[src/rtl/dudc_pkg.sv]
package dudc_pkg;

  // Kind of step the digit takes in one system clock cycle
  typedef enum logic [1:0] {
    STEP_HOLD = 2'd0,
    STEP_UP   = 2'd1,
    STEP_DN   = 2'd2
  } step_e;

endpackage

[src/rtl/dudc_edge_sync.sv]
module dudc_edge_sync #(
  parameter int   LINES    = 2,
  parameter int   STAGES   = 2,
  parameter logic IDLE_LVL = 1'b1
) (
  input  logic             clk,
  input  logic             rst,
  input  logic [LINES-1:0] raw_i,
  output logic [LINES-1:0] lvl_o,
  output logic [LINES-1:0] lvl_next_o,
  output logic [LINES-1:0] rise_o
);

  localparam int DEPTH = STAGES + 1;

  for (genvar g = 0; g < LINES; g++) begin : g_line
    // chain[0..STAGES-1] synchronizer, chain[STAGES] previous level
    logic [DEPTH-1:0] chain;

    always_ff @(posedge clk) begin
      if (rst) chain <= {DEPTH{IDLE_LVL}};
      else     chain <= {chain[DEPTH-2:0], raw_i[g]};
    end

    assign lvl_next_o[g] = chain[STAGES-2];
    assign lvl_o[g]      = chain[STAGES-1];
    assign rise_o[g]     = chain[STAGES-1] & ~chain[STAGES];


    rise_single_chk: assert property (@(posedge clk) disable iff (rst)
      rise_o[g] |=> !rise_o[g])
      else $error("rise pulse longer than one cycle");
  end

endmodule

[src/rtl/dudc_digit_core.sv]
module dudc_digit_core
  import dudc_pkg::*;
#(
  parameter int W    = 4,
  parameter int MAXV = 9
) (
  input  logic         clk,
  input  logic         rst,
  input  logic         clear_i,
  input  logic         load_n_i,
  input  logic [W-1:0] preset_i,
  input  logic         up_rise_i,
  input  logic         dn_rise_i,
  output logic [W-1:0] count_d_o,
  output logic [W-1:0] count_q_o
);

  localparam logic [W-1:0] TOP  = W'(MAXV);
  localparam logic [W-1:0] ZERO = '0;
  localparam logic [W-1:0] ONE  = W'(1);

  step_e        step;
  logic [W-1:0] inc_val;
  logic [W-1:0] dec_val;

  always_comb begin
    if (up_rise_i && !dn_rise_i)      step = STEP_UP;
    else if (dn_rise_i && !up_rise_i) step = STEP_DN;
    else                              step = STEP_HOLD;
  end

  // Wrap at the top and pull invalid codes back into range
  always_comb begin
    if (count_q_o >= TOP) inc_val = ZERO;
    else                  inc_val = count_q_o + ONE;
    if (count_q_o == ZERO || count_q_o > TOP) dec_val = TOP;
    else                                      dec_val = count_q_o - ONE;
  end

  always_comb begin
    if (clear_i)        count_d_o = ZERO;
    else if (!load_n_i) count_d_o = preset_i;
    else begin
      case (step)
        STEP_UP: count_d_o = inc_val;
        STEP_DN: count_d_o = dec_val;
        default: count_d_o = count_q_o;
      endcase
    end
  end

  always_ff @(posedge clk) begin
    if (rst) count_q_o <= ZERO;
    else     count_q_o <= count_d_o;
  end


  clear_zero_chk: assert property (@(posedge clk) disable iff (rst)
    clear_i |=> count_q_o == ZERO)
    else $error("clear did not zero the count");


  load_chk: assert property (@(posedge clk) disable iff (rst)
    (!clear_i && !load_n_i) |=> count_q_o == $past(preset_i))
    else $error("load did not copy preset");


  up_wrap_chk: assert property (@(posedge clk) disable iff (rst)
    (!clear_i && load_n_i && up_rise_i && !dn_rise_i && count_q_o == TOP)
    |=> count_q_o == ZERO)
    else $error("up step from top did not wrap");


  dn_wrap_chk: assert property (@(posedge clk) disable iff (rst)
    (!clear_i && load_n_i && dn_rise_i && !up_rise_i && count_q_o == ZERO)
    |=> count_q_o == TOP)
    else $error("down step from zero did not wrap");


  hold_chk: assert property (@(posedge clk) disable iff (rst)
    (!clear_i && load_n_i && (up_rise_i == dn_rise_i)) |=> $stable(count_q_o))
    else $error("count moved without a single edge, load or clear");


  invalid_up_chk: assert property (@(posedge clk) disable iff (rst)
    (!clear_i && load_n_i && up_rise_i && !dn_rise_i && count_q_o > TOP)
    |=> count_q_o == ZERO)
    else $error("invalid code did not recover on up step");

endmodule

[src/rtl/dudc_term.sv]
module dudc_term #(
  parameter int W    = 4,
  parameter int MAXV = 9
) (
  input  logic         clk,
  input  logic         rst,
  input  logic [W-1:0] count_d_i,
  input  logic [W-1:0] count_q_i,
  input  logic         up_lvl_next_i,
  input  logic         dn_lvl_next_i,
  input  logic         up_lvl_i,
  input  logic         dn_lvl_i,
  output logic         carry_n_o,
  output logic         borrow_n_o
);

  localparam logic [W-1:0] TOP = W'(MAXV);

  // Registered from next-cycle values so outputs line up with the count
  always_ff @(posedge clk) begin
    if (rst) begin
      carry_n_o  <= 1'b1;
      borrow_n_o <= 1'b1;
    end else begin
      carry_n_o  <= !((count_d_i == TOP) && !up_lvl_next_i);
      borrow_n_o <= !((count_d_i == '0)  && !dn_lvl_next_i);
    end
  end


  carry_lvl_chk: assert property (@(posedge clk) disable iff (rst)
    carry_n_o == !((count_q_i == TOP) && !up_lvl_i))
    else $error("carry output inconsistent with count and up level");


  borrow_lvl_chk: assert property (@(posedge clk) disable iff (rst)
    borrow_n_o == !((count_q_i == '0) && !dn_lvl_i))
    else $error("borrow output inconsistent with count and down level");

endmodule

[src/rtl/dudc_counter.sv]
module dudc_counter #(
  parameter int W           = 4,
  parameter int MAXV        = 9,
  parameter int SYNC_STAGES = 2
) (
  input  logic         clk,
  input  logic         rst,
  input  logic         cnt_up_i,
  input  logic         cnt_dn_i,
  input  logic         load_n_i,
  input  logic         clear_i,
  input  logic [W-1:0] preset_i,
  output logic [W-1:0] count_o,
  output logic         carry_n_o,
  output logic         borrow_n_o
);

  localparam int LN_UP = 0;
  localparam int LN_DN = 1;
  localparam int LINES = 2;

  logic [LINES-1:0] raw;
  logic [LINES-1:0] lvl;
  logic [LINES-1:0] lvl_next;
  logic [LINES-1:0] rise;
  logic [W-1:0]     count_d;
  logic [W-1:0]     count_q;

  assign raw[LN_UP] = cnt_up_i;
  assign raw[LN_DN] = cnt_dn_i;

  dudc_edge_sync #(
    .LINES    (LINES),
    .STAGES   (SYNC_STAGES),
    .IDLE_LVL (1'b1)
  ) u_sync (
    .clk        (clk),
    .rst        (rst),
    .raw_i      (raw),
    .lvl_o      (lvl),
    .lvl_next_o (lvl_next),
    .rise_o     (rise)
  );

  dudc_digit_core #(
    .W    (W),
    .MAXV (MAXV)
  ) u_core (
    .clk       (clk),
    .rst       (rst),
    .clear_i   (clear_i),
    .load_n_i  (load_n_i),
    .preset_i  (preset_i),
    .up_rise_i (rise[LN_UP]),
    .dn_rise_i (rise[LN_DN]),
    .count_d_o (count_d),
    .count_q_o (count_q)
  );

  dudc_term #(
    .W    (W),
    .MAXV (MAXV)
  ) u_term (
    .clk           (clk),
    .rst           (rst),
    .count_d_i     (count_d),
    .count_q_i     (count_q),
    .up_lvl_next_i (lvl_next[LN_UP]),
    .dn_lvl_next_i (lvl_next[LN_DN]),
    .up_lvl_i      (lvl[LN_UP]),
    .dn_lvl_i      (lvl[LN_DN]),
    .carry_n_o     (carry_n_o),
    .borrow_n_o    (borrow_n_o)
  );

  assign count_o = count_q;

endmodule

[config.mk]
export PLATFORM = sky130hd
export DESIGN_NAME = dudc_counter
export DESIGN_NICKNAME = d
export VERILOG_FILES = /design/src/rtl/dudc_pkg.sv /design/src/rtl/dudc_edge_sync.sv /design/src/rtl/dudc_digit_core.sv /design/src/rtl/dudc_term.sv /design/src/rtl/dudc_counter.sv
export SDC_FILE = /design/constraint.sdc
export NUM_CORES = 1
export LEC_CHECK = 0
export ABC_AREA = 1
export BUFFER_PORTS_ARGS = -buffer_cell sky130_fd_sc_hd__buf_2
export CAP_MARGIN = 20
export CELL_PAD_IN_SITES_DETAIL_PLACEMENT = 1
export CELL_PAD_IN_SITES_GLOBAL_PLACEMENT = 1
export CORE_MARGIN = 3
export CORE_UTILIZATION = 26
export DETAILED_ROUTE_END_ITERATION = 8
export GPL_ROUTABILITY_DRIVEN = 0
export PLACE_DENSITY_LB_ADDON = 0.1
export SYNTH_ARGS = -nofsm -noshare
export SYNTH_HDL_FRONTEND = slang
export SYNTH_HIERARCHICAL = 1
export SYNTH_SLANG_ARGS = --single-unit
[constraint.sdc]
create_clock -name clk -period 2.3 [get_ports clk]
set_input_delay 0.46 -clock clk [delete_from_list [all_inputs] [get_ports clk]]
set_output_delay 0.46 -clock clk [all_outputs]
set_load 0.02 [all_outputs]
== Yosys cells after proc, flatten, opt, wreduce, memory -nomap -nowiden ==
Index checks and enable logic that the tools add are counted.
Storage, ports and cells
  ROM bits: 0
  flip-flop bits (word level): 12
  word-level logic and storage cells: 36
  memories: 0
  input bits: 10
  bits in writable memories: 0
  bits in latches: 0
  output and inout bits: 6
Cells by class
  $lt $le $gt $ge: 2
  divide/modulo/power cells: 0
  shift operators: 0
  muxes and demuxes: 7
  bitwise gates (word level): 4
  equality and inequality tests: 3
  reduce and logical (&&, ||, !) cells: 13
  multiply operators: 0
  add/sub/neg operators: 2
Operator list (count)
  4-bit 2-to-1 mux: 4
  4-bit logical NOT: 2
  4-bit case mux with 2 select lines: 1
  1-bit logical NOT: 6
  4-bit by 1-bit adder with 4-bit output (second input constant): 1
  4-bit equality test (second input constant): 1
  4-bit greater-or-equal comparator (second input constant): 1
  4-bit greater-than comparator (second input constant): 1
  1-bit logical AND: 4
  2-bit 2-to-1 mux: 2
  4-bit by 1-bit subtractor with 4-bit output (second input constant): 1
  1-bit AND: 2
  2-bit by 1-bit equality test with 1-bit output (second input constant): 1
  2-bit equality test (second input constant): 1
  1-bit NOT: 2
  1-bit logical OR: 1

== Longest topological paths before layout ==
Gate-level depths: netlist of the first run.
  word-level depth: 13
  mapped depth: 16
  mapped depth without buffers: 16

== Hierarchy ==
Netlist of the first run, hierarchy kept.
By module, submodules not included
  dudc_digit_core: area each 464.2 µm², cells each 83, sequential area each 80.1 µm², instances 1
  dudc_edge_sync: area each 206.4 µm², cells each 25, sequential area each 120.1 µm², instances 1
  dudc_term: area each 80.1 µm², cells each 12, sequential area each 40.0 µm², instances 1

== Worst setup path after synthesis of the first run ==
No wires, ideal clock.
  path kind: register to register
  from: register u_core.count_q_o[1]
  to: register u_term.carry_n_o
  path slack: 0.562 ns
  required time: 2.179 ns
  data arrival time: 1.617 ns
  clock period less this slack: 1.738 ns
  buffers on the path: 0
  library setup time: 0.121 ns
  cell stages (with the launch flop): 15
  cell sequence: dfxtp_1 -> inv_1 -> ha_1 -> a21boi_1 -> nand2_1 -> nand2_1 -> nand2_1 -> nand3_1 -> nand2_1 -> nand2_1 -> nand2_1 -> inv_1 -> inv_1 -> nor2_1 -> nand3_1
Between the ends
  longest elaborated chain between the ends: 9
  elaborated cells on any way between the ends: 14
  classes of those cells: 2 x add/sub; 2 x order compare; 1 x eq/ne; 5 x mux; 4 x reduce/logical
RTL lines
  from (decl): RTL line dudc_digit_core.sv:15  | output logic [W-1:0] count_q_o
  from (signal assigned): RTL line dudc_digit_core.sv:54  | else count_q_o <= count_d_o;
  4-bit greater-than comparator / 4-bit logical NOT (equally long branches): RTL line dudc_digit_core.sv:36  | if (count_q_o == ZERO || count_q_o > TOP) dec_val = TOP;
  1-bit logical OR: RTL line dudc_digit_core.sv:36
  4-bit 2-to-1 mux: RTL line dudc_digit_core.sv:36
  4-bit case mux with 2 select lines (*): RTL line dudc_digit_core.sv:44  | case (step)
  4-bit 2-to-1 mux (*): RTL line dudc_digit_core.sv:42  | else if (!load_n_i) count_d_o = preset_i;
  4-bit 2-to-1 mux (*): RTL line dudc_digit_core.sv:41  | if (clear_i) count_d_o = ZERO;
  named net count_d[0]: RTL line dudc_counter.sv:26  | logic [W-1:0] count_d;
  4-bit equality test (*): RTL line dudc_term.sv:25  | carry_n_o <= !((count_d_i == TOP) && !up_lvl_next_i);
  1-bit logical AND (*): RTL line dudc_term.sv:25
  1-bit logical NOT (*): RTL line dudc_term.sv:25
  to (signal assigned): RTL line dudc_term.sv:25
  to (decl): RTL line dudc_term.sv:13  | output logic carry_n_o,
The timed path passes the listed nets; every way through them passes the cells marked *.
A chain may end at the register's enable or synchronous reset.

== Final worst setup path of the first run ==
Ends and elaborated chain as after synthesis.

==> results of run 1 <==
-- sequential cells by signal, summed over array words and instances (netlist names) --
name	cells
u_core/count_q_o	4
u_term/carry_n_o	1
u_sync/g_line.chain	6
u_term/borrow_n_o	1
-- per-layer routing --
metal,vias to the layer above,part of all wire,GRT usage
met4,0,0.0052,0.03883
met1,297,0.54,0.1517
li1,382,-,-
met3,3,0.053,0.05447
met2,14,0.40,0.1685
met5,-,0,0
-- cell type report --
| class | instances | area (um^2) |
|---|---|---|
| tap | 30 | 37.54 |
| timing repair buffer | 15 | 75.07 |
| clock buffer | 4 | 36.28 |
| multi-input combinational | 78 | 382.9 |
| fill | 346 | 1720 |
| inverter | 26 | 97.59 |
| sequential | 12 | 240.2 |
-- worst reg2reg max path, cell delays in order (launching register included) --
cell	delay, ns
dfxtp_1	0.42
inv_1	0.13
ha_1	0.21
a21boi_1	0.28
nand2_1	0.08
nand2_1	0.07
nand2_1	0.05
nand3_1	0.06
nand2_1	0.06
nand2_1	0.05
nand2_1	0.07
inv_1	0.08
inv_1	0.04
nor2_1	0.08
nand3_1	0.06
-- power by group --
part	leakage, nW	switching [mW]	internal [mW]	total, mW
Clock	0.0210	0.0712	0.0963	0.167
Combinational	0.400	0.0484	0.0284	0.0768
Sequential	0.0985	0.00660	0.215	0.222
Total	0.519	0.126	0.340	0.466
-- path summary, 6_finish.rpt --
path | from | end | slack, ns
max | u_core/count_q_o[1] | u_term/carry_n_o | 0.44
max reg2reg | u_core/count_q_o[1] | u_term/carry_n_o | 0.44
min | cnt_up_i | u_sync/g_line[0].chain[0] | 0.36
min reg2reg | u_sync/g_line[0].chain[1] | u_sync/g_line[0].chain[2] | 0.43
-- cell usage in the layout, fill, tap and decap left out, types with 2 or more instances in the layout --
| cell type | instances |
|---|---|
| nand3_1 | 13 |
| nand2_1 | 36 |
| dfxtp_1 | 12 |
| ha_1 | 6 |
| clkbuf_4 | 3 |
| inv_2 | 3 |
| buf_2 | 15 |
| o21ai_0 | 2 |
| a21oi_1 | 3 |
| inv_1 | 23 |
| nor2_1 | 14 |
-- stage by stage --
step                worst slack, ns  instances
floorplan                    0.5624        118
finish                       0.4415        165
CTS                          0.4225        165
global placement             0.3992        161
global route                 0.1728        165
detailed placement           0.4350        161
==> results.cfg, run 1 <==
[cts]
tritoncts_clock_tree = done
cts-resized-gates = 0
cts.repair_timing.setup_buffer_count = 0
tritoncts.num_buffers = 3
cts-root-to-sink-buffers = 2
cts.sink_count = 12
clkLatencyLatePin_ns = 0.27
cts_root_buf = clkbuf_4
cts_max_level = 1
cts-hold-fix-buffers = 0
path_clk_slew_ns = 0.07

[grt]
wire_length_of_the_first_global_routing_pass_mm = 3.056
antenna_found_initial = 0
globalRoute.totalOverflow = 0
grt_max_degree = 8
first_global_vias = 714
grt.total_usage = 0.1166

[power_and_ir_drop]
power.leakage_nw = 0.5193
total_power_mw = 0.4662
p_per_area_nw_per_um2 = 536.1
ir_worst_vdd_uv = 406.8

[drt]
post_drt_wl_per_cell_um = 10.46
route.detailed.vias_per_inst = 4.218
wl_mm = 1.726
drt_pre_antenna_iters = 4
post_route_ant_nets = 0
dr.first_iter.drc_count = 9
vias = 696
drc_errors = 0

[sta]
setup_viol = 0
worst_slew_margin_rel = 0.8009
max_clock_freq_mhz = 538.1
worst_pin_slew_ns = 0.2980
slew_violations = 0
clock_skew_ns = 0.0008884
setup_tns_ns = 0
finalCriticalPeriod_ns = 1.859
fin_crit_sh = 0.8080
rsz0062_at_grt = no
finalHoldViolCount = 0
fin_hold_ws_ns = 0.3611

[critical_path]
cp_common_cell = nand2_1
critical_path_cell_by_cell = inv_1 -> ha_1 -> a21boi_1 -> nand2_1 -> nand2_1 -> nand2_1 -> nand3_1 -> nand2_1 -> nand2_1 -> nand2_1 -> inv_1 -> inv_1 -> nor2_1 -> nand3_1
crit_fanout = 5
setup.worst_path.end_class = flop
rr_worst_depth = 14
critical-path-slowest-cell = dfxtp_1
timing.critical_path.buf_inv = 3
required_time_of_the_critical_path_ns = 2.47
critPathMaxStageDelay_ns = 0.42
critPathArrivalTime_ns = 2.03
criticalPathCategory = reg -> reg
startpoint_type = flop
critical_path_cell_count = 14
dominant_delay_contributor_by_cell_family_on_the_critical_path = simple AND/OR/NAND/NOR gates

[logic_synthesis]
syn-mean-instance-area_um2 = 6.235
yosys_warnings = 6
synthesis.instances = 118
post_syn_nets = 134
area_of_the_mapped_netlist_um2 = 735.7

[floorplan]
floorplan.initialDensity = 0.2841
die-height_um = 59.20
core_area_um2 = 2590
core.rowCount = 18
dieWidth_um = 59.20
floorplan.io_pins = 16
design.die.area_um2 = 3504

[layout]
area.growth.synth_to_final_pct = 18.20
num-nets-final = 152
stdcell_area_um2 = 869.6
drive_above_1_share = 0.1704
utilization = 0.3357
ant_diodes = 0

[placement]
hpwl_mm = 1.458
placedInstanceArea_um2 = 833.3
portBuffers = 15

[hold_path]
hold_path_depth = 3
hold_class = in -> reg

[status]
outcome = completed

[job]
cap_violations = 0
No activity file was read; power rests on OpenSTA's default activity.
==> run 2: changes to the inputs <==
==> constraint.sdc (replaced) <==
create_clock -name clk -period 1.8 [get_ports clk]
set_input_delay 0.36 -clock clk [delete_from_list [all_inputs] [get_ports clk]]
set_output_delay 0.36 -clock clk [all_outputs]
set_load 0.02 [all_outputs]
==> results.cfg, run 2 (synthesis gave the netlist of run 1 again) <==
[layout]
post_layout_nonfiller_instances = 170
num-nets-final = 157
stdcell_area_um2 = 977.2
ant_diodes = 0
top_register = u_sync/g_line.chain
largest_reg_flops = 6
area.growth.synth_to_final_pct = 32.82
mostFrequentLayoutCells = 32 x nand2_1, 18 x inv_1, 15 x buf_2, 12 x nor2_1, 11 x nand3_1
utilization = 0.3773
final_common_cell = nand2_1
layout_top_registers = u_sync/g_line.chain (6), u_core/count_q_o (4)
drive_above_1_share = 0.3429

[drt]
wl_mm = 1.805
dr.first_iter.drc_count = 13
vias = 730
drt_pre_antenna_iters = 3
drc_errors = 0
route.detailed.vias_per_inst = 4.294
post_drt_wl_per_cell_um = 10.62
post_route_ant_nets = 0

[floorplan]
die-height_um = 59.20
design.die.area_um2 = 3504
core_area_um2 = 2590
floorplan.initialDensity = 0.2841
core.rowCount = 18
floorplan.io_pins = 16
dieWidth_um = 59.20

[cts]
cts-root-to-sink-buffers = 2
cts.sink_count = 12
clkLatencyLatePin_ns = 0.27
cts_max_level = 1
cts_root_buf = clkbuf_4
tritoncts.num_buffers = 3
path_clk_slew_ns = 0.08
tritoncts_clock_tree = done

[power_and_ir_drop]
ir_worst_vdd_uv = 371.2
seq_power_share = 0.464
share_clk_of_total_power = 0.343
power_switching_mw = 0.1666
power.leakage_nw = 0.5435
total_power_mw = 0.6127
p_int_mw = 0.4461
netSwitchingFraction = 0.2719
power_frac_comb = 0.193
p_per_area_nw_per_um2 = 627.0

[sta]
fin_hold_ws_ns = 0.2695
fin_crit_sh = 0.8885
max_clock_freq_mhz = 625.3
setup_tns_ns = 0
finalHoldViolCount = 0
clock_skew_ns = 0.005863
setup_viol = 0
layout_setup_ws_ns = 0.2007
worst_pin_slew_ns = 0.3699
slew_violations = 0
worst_slew_margin_rel = 0.7531
finalCriticalPeriod_ns = 1.599

[critical_path]
critical-path-slowest-cell = dfxtp_2
critical_path_cell_by_cell = inv_2 -> nor2_4 -> inv_2 -> ha_1 -> a21boi_4 -> nand2_1 -> nand2_1 -> nand2_1 -> nand3_2 -> nand2_1 -> nand2_1 -> nand2_2 -> inv_1 -> nor2_1 -> nand3_1
critPathArrivalTime_ns = 1.76
setup.worst_path.end_class = flop
startpoint_type = flop
criticalPathCategory = reg -> reg
reg2reg_slack_ns = 0.20
crit_fanout = 4
cp_common_cell = nand2_1
required_time_of_the_critical_path_ns = 1.96
critPathMaxStageDelay_ns = 0.32

[placement]
portBuffers = 15
placedInstanceArea_um2 = 855.8
dp_cells = 164
pre_cts_slack_ns = -0.002842
hpwl_mm = 1.507

[grt]
antenna_found_initial = 0
first_global_vias = 739
wire_length_of_the_first_global_routing_pass_mm = 3.118
grt_max_degree = 8
globalRoute.totalOverflow = 0
grt.total_usage = 0.1166

[hold_path]
hold_class = in -> reg

[status]
outcome = completed

[job]
cap_violations = 0
==> run 2: cell types whose count changed in the layout (fill, tap and decap cells not counted), sizes merged <==
cell and change:
buf +5
==> run 2: power by group through the flow <==
| stage | logic (mW) | clock network [mW] | registers [mW] |
|---|---|---|---|
| detailed placement | 0.105 | 0 | 0.289 |
| global route | 0.137 | 0.238 | 0.286 |
| floorplan | 0.0642 | 0 | 0.293 |
| global placement | 0.102 | 0 | 0.289 |
| finish | 0.118 | 0.210 | 0.284 |
| CTS | 0.106 | 0.220 | 0.283 |
==> run 2: worst max-delay path, delay by kind of cell, from the launching register on <==
family	cells	cell delay (ns)
fa+ha+maj	1	0.16
buf+inv	3	0.13
simple gates	10	0.73
flops	1	0.32
compound gates	1	0.15
==> run 2: metal layers <==
layer | wire, um | global-route usage | vias up
li1 | - | - | 397
met1 | 921 | 0.1559 | 322
met2 | 812 | 0.1841 | 11
met3 | 71 | 0.03922 | 0
met4 | 0 | 0.01942 | 0
met5 | 0 | 0 | -
==> run 2: final timing paths <==
path	start	endpoint	cells after the start
worst max-delay path	u_sync/g_line[1].chain[1]	u_term/borrow_n_o	15
worst min-delay path	cnt_dn_i	u_sync/g_line[1].chain[0]	3
worst max register to register	u_sync/g_line[1].chain[1]	u_term/borrow_n_o	15
worst min register to register	u_sync/g_line[0].chain[1]	u_sync/g_line[0].chain[2]	2
==> run 2: timing repair <==
| action | in CTS | in global routing |
|---|---|---|
| hold buffers | 0 | 0 |
| buffers inserted | 0 | 2 |
| pin swaps | 0 | 11 |
| gates resized for setup | 1 | 25 |
| endpoints found under the setup margin | 1 | 2 |
==> run 2: cell type report <==
type / instances / area [um^2]
multi-input cells: 78 / 441.7
well taps: 30 / 37.54
fillers: 343 / 1613
clock buffers: 4 / 36.28
repair buffers: 20 / 112.6
flip-flops and latches: 12 / 246.5
inverters: 26 / 102.6
==> run 3: changes to the inputs <==
--- a/config.mk
+++ b/config.mk
@@ -13,7 +13,6 @@
 export CORE_MARGIN = 3
 export CORE_UTILIZATION = 26
 export DETAILED_ROUTE_END_ITERATION = 8
-export GPL_ROUTABILITY_DRIVEN = 0
 export PLACE_DENSITY_LB_ADDON = 0.1
 export SYNTH_ARGS = -nofsm -noshare
 export SYNTH_HDL_FRONTEND = slang
==> constraint.sdc (replaced) <==
create_clock -name clk -period 2.1 [get_ports clk]
set_input_delay 0.42 -clock clk [delete_from_list [all_inputs] [get_ports clk]]
set_output_delay 0.42 -clock clk [all_outputs]
set_load 0.02 [all_outputs]
==> results.cfg, run 3 (synthesis gave the netlist of run 1 again) <==
[power_and_ir_drop]
total_power_mw = 0.5112
seq_power_share = 0.475
ir_worst_vdd_uv = 426.6
p_int_mw = 0.3726
power.leakage_nw = 0.5196
share_clk_of_total_power = 0.358
power_switching_mw = 0.1386
netSwitchingFraction = 0.2710
p_per_area_nw_per_um2 = 585.3
power_frac_comb = 0.167

[cts]
clkLatencyLatePin_ns = 0.27
cts.sink_count = 12
cts-root-to-sink-buffers = 2
tritoncts_clock_tree = done
cts_max_level = 1
cts_root_buf = clkbuf_4
cts-hold-fix-buffers = 0
tritoncts.num_buffers = 3
path_clk_slew_ns = 0.08

[critical_path]
setup.worst_path.end_class = flop
critPathMaxStageDelay_ns = 0.42
critical-path-slowest-cell = dfxtp_1
cp_common_cell = nand2_1
crit_fanout = 5
required_time_of_the_critical_path_ns = 2.27
critPathArrivalTime_ns = 1.98
critical_path_cell_by_cell = inv_1 -> ha_1 -> a21boi_2 -> nand2_1 -> nand2_1 -> nand2_1 -> nand3_1 -> nand2_1 -> nand2_1 -> nand2_1 -> inv_1 -> inv_1 -> nor2_1 -> nand3_1
criticalPathCategory = reg -> reg
startpoint_type = flop

[sta]
setup_tns_ns = 0
worst_pin_slew_ns = 0.3079
rsz0062_at_grt = no
clock_skew_ns = 0.003420
worst_slew_margin_rel = 0.7945
setup_viol = 0
fin_hold_ws_ns = 0.3247
max_clock_freq_mhz = 551.1
finalCriticalPeriod_ns = 1.815
finalHoldViolCount = 0
fin_crit_sh = 0.8641
slew_violations = 0

[layout]
largest_reg_flops = 6
top_register = u_sync/g_line.chain
layout_top_registers = u_sync/g_line.chain (6), u_core/count_q_o (4)
num-nets-final = 152
drive_above_1_share = 0.1778
mostFrequentLayoutCells = 36 x nand2_1, 23 x inv_1, 15 x buf_2, 14 x nor2_1, 13 x nand3_1
ant_diodes = 0
area.growth.synth_to_final_pct = 18.71
final_common_cell = nand2_1

[drt]
route.detailed.vias_per_inst = 4.418
wl_mm = 1.794
drt_pre_antenna_iters = 4
dr.first_iter.drc_count = 5
post_drt_wl_per_cell_um = 10.87
vias = 729
drc_errors = 0
post_route_ant_nets = 0

[floorplan]
design.die.area_um2 = 3504
core.rowCount = 18
floorplan.io_pins = 16
core_area_um2 = 2590
floorplan.initialDensity = 0.2841
die-height_um = 59.20
dieWidth_um = 59.20

[grt]
wire_length_of_the_first_global_routing_pass_mm = 3.118
first_global_vias = 701
grt.total_usage = 0.1193
antenna_found_initial = 0
globalRoute.totalOverflow = 0
grt_max_degree = 8

[hold_path]
hold_class = in -> reg

[job]
cap_violations = 0

[status]
outcome = completed

[placement]
portBuffers = 15
globalplace.congestion = 0.7820
hpwl_mm = 1.478
==> run 3: cell types whose count changed in the layout (fill, tap and decap cells not counted), moves of 4 or more <==
| cell | delta |
|---|---|
| buf_4 | -5 |
| inv_1 | +5 |
| nand2_1 | +4 |
| nand2_2 | -4 |
==> run 3: repair_timing <==
item / in CTS / in global routing
endpoints found under the setup margin: 0 / 1
gates resized for setup: 0 / 1
buffers inserted: 0 / 0
==> run 3: final timing paths <==
check	from	end	slack [ns]	cells after the start
min	cnt_up_i	u_sync/g_line[0].chain[0]	0.32	3
min reg2reg	u_sync/g_line[0].chain[1]	u_sync/g_line[0].chain[2]	0.42	2
max	u_core/count_q_o[1]	u_term/carry_n_o	0.29	14
max reg2reg	u_core/count_q_o[1]	u_term/carry_n_o	0.29	14
==> run 3: metal layers <==
metal	track usage	vias up	part of all wire
li1	-	383	-
met5	0	-	0
met2	0.1732	16	0.43
met3	0.04575	3	0.055
met1	0.1689	327	0.51
met4	0.01942	0	0.0056
==> run 3: per-stage QoR <==
stage                       util  instances  area, um^2  setup WS (ns)
after floorplan                -        118       735.7         0.3624
after global placement    0.3217        161       833.3         0.1996
after detailed placement  0.3217        161       833.3         0.2295
after CTS                 0.3357        165       869.6         0.2103
after global routing      0.3372        165       873.3        0.04930
final                     0.3372        165       873.3         0.2854
==> run 3: critical path, delay by kind of cell, from the launching register on <==
kind                       cells  cell delay [ns]
and+or+nand+nor                9             0.58
DFF                            1             0.42
buffers and inverters          3             0.25
adders and majority gates      1             0.24
AOI/OAI and AO/OA              1             0.22
==> run 3: cell type report <==
cell class | count | area [um^2]
fillers | 344 | 1717
multi-input cells | 78 | 386.6
flip-flops and latches | 12 | 240.2
inverters | 26 | 97.59
repair buffers | 15 | 75.07
well taps | 30 | 37.54
clock buffers | 4 | 36.28
==> run 3: power groups by stage <==
stage	Clock (mW)	Combinational, mW	Sequential [mW]
after floorplan	0	0.0550	0.252
after detailed placement	0	0.0855	0.249
after global placement	0	0.0846	0.248
after CTS	0.192	0.0862	0.243
after global routing	0.210	0.0992	0.245
final	0.183	0.0852	0.243
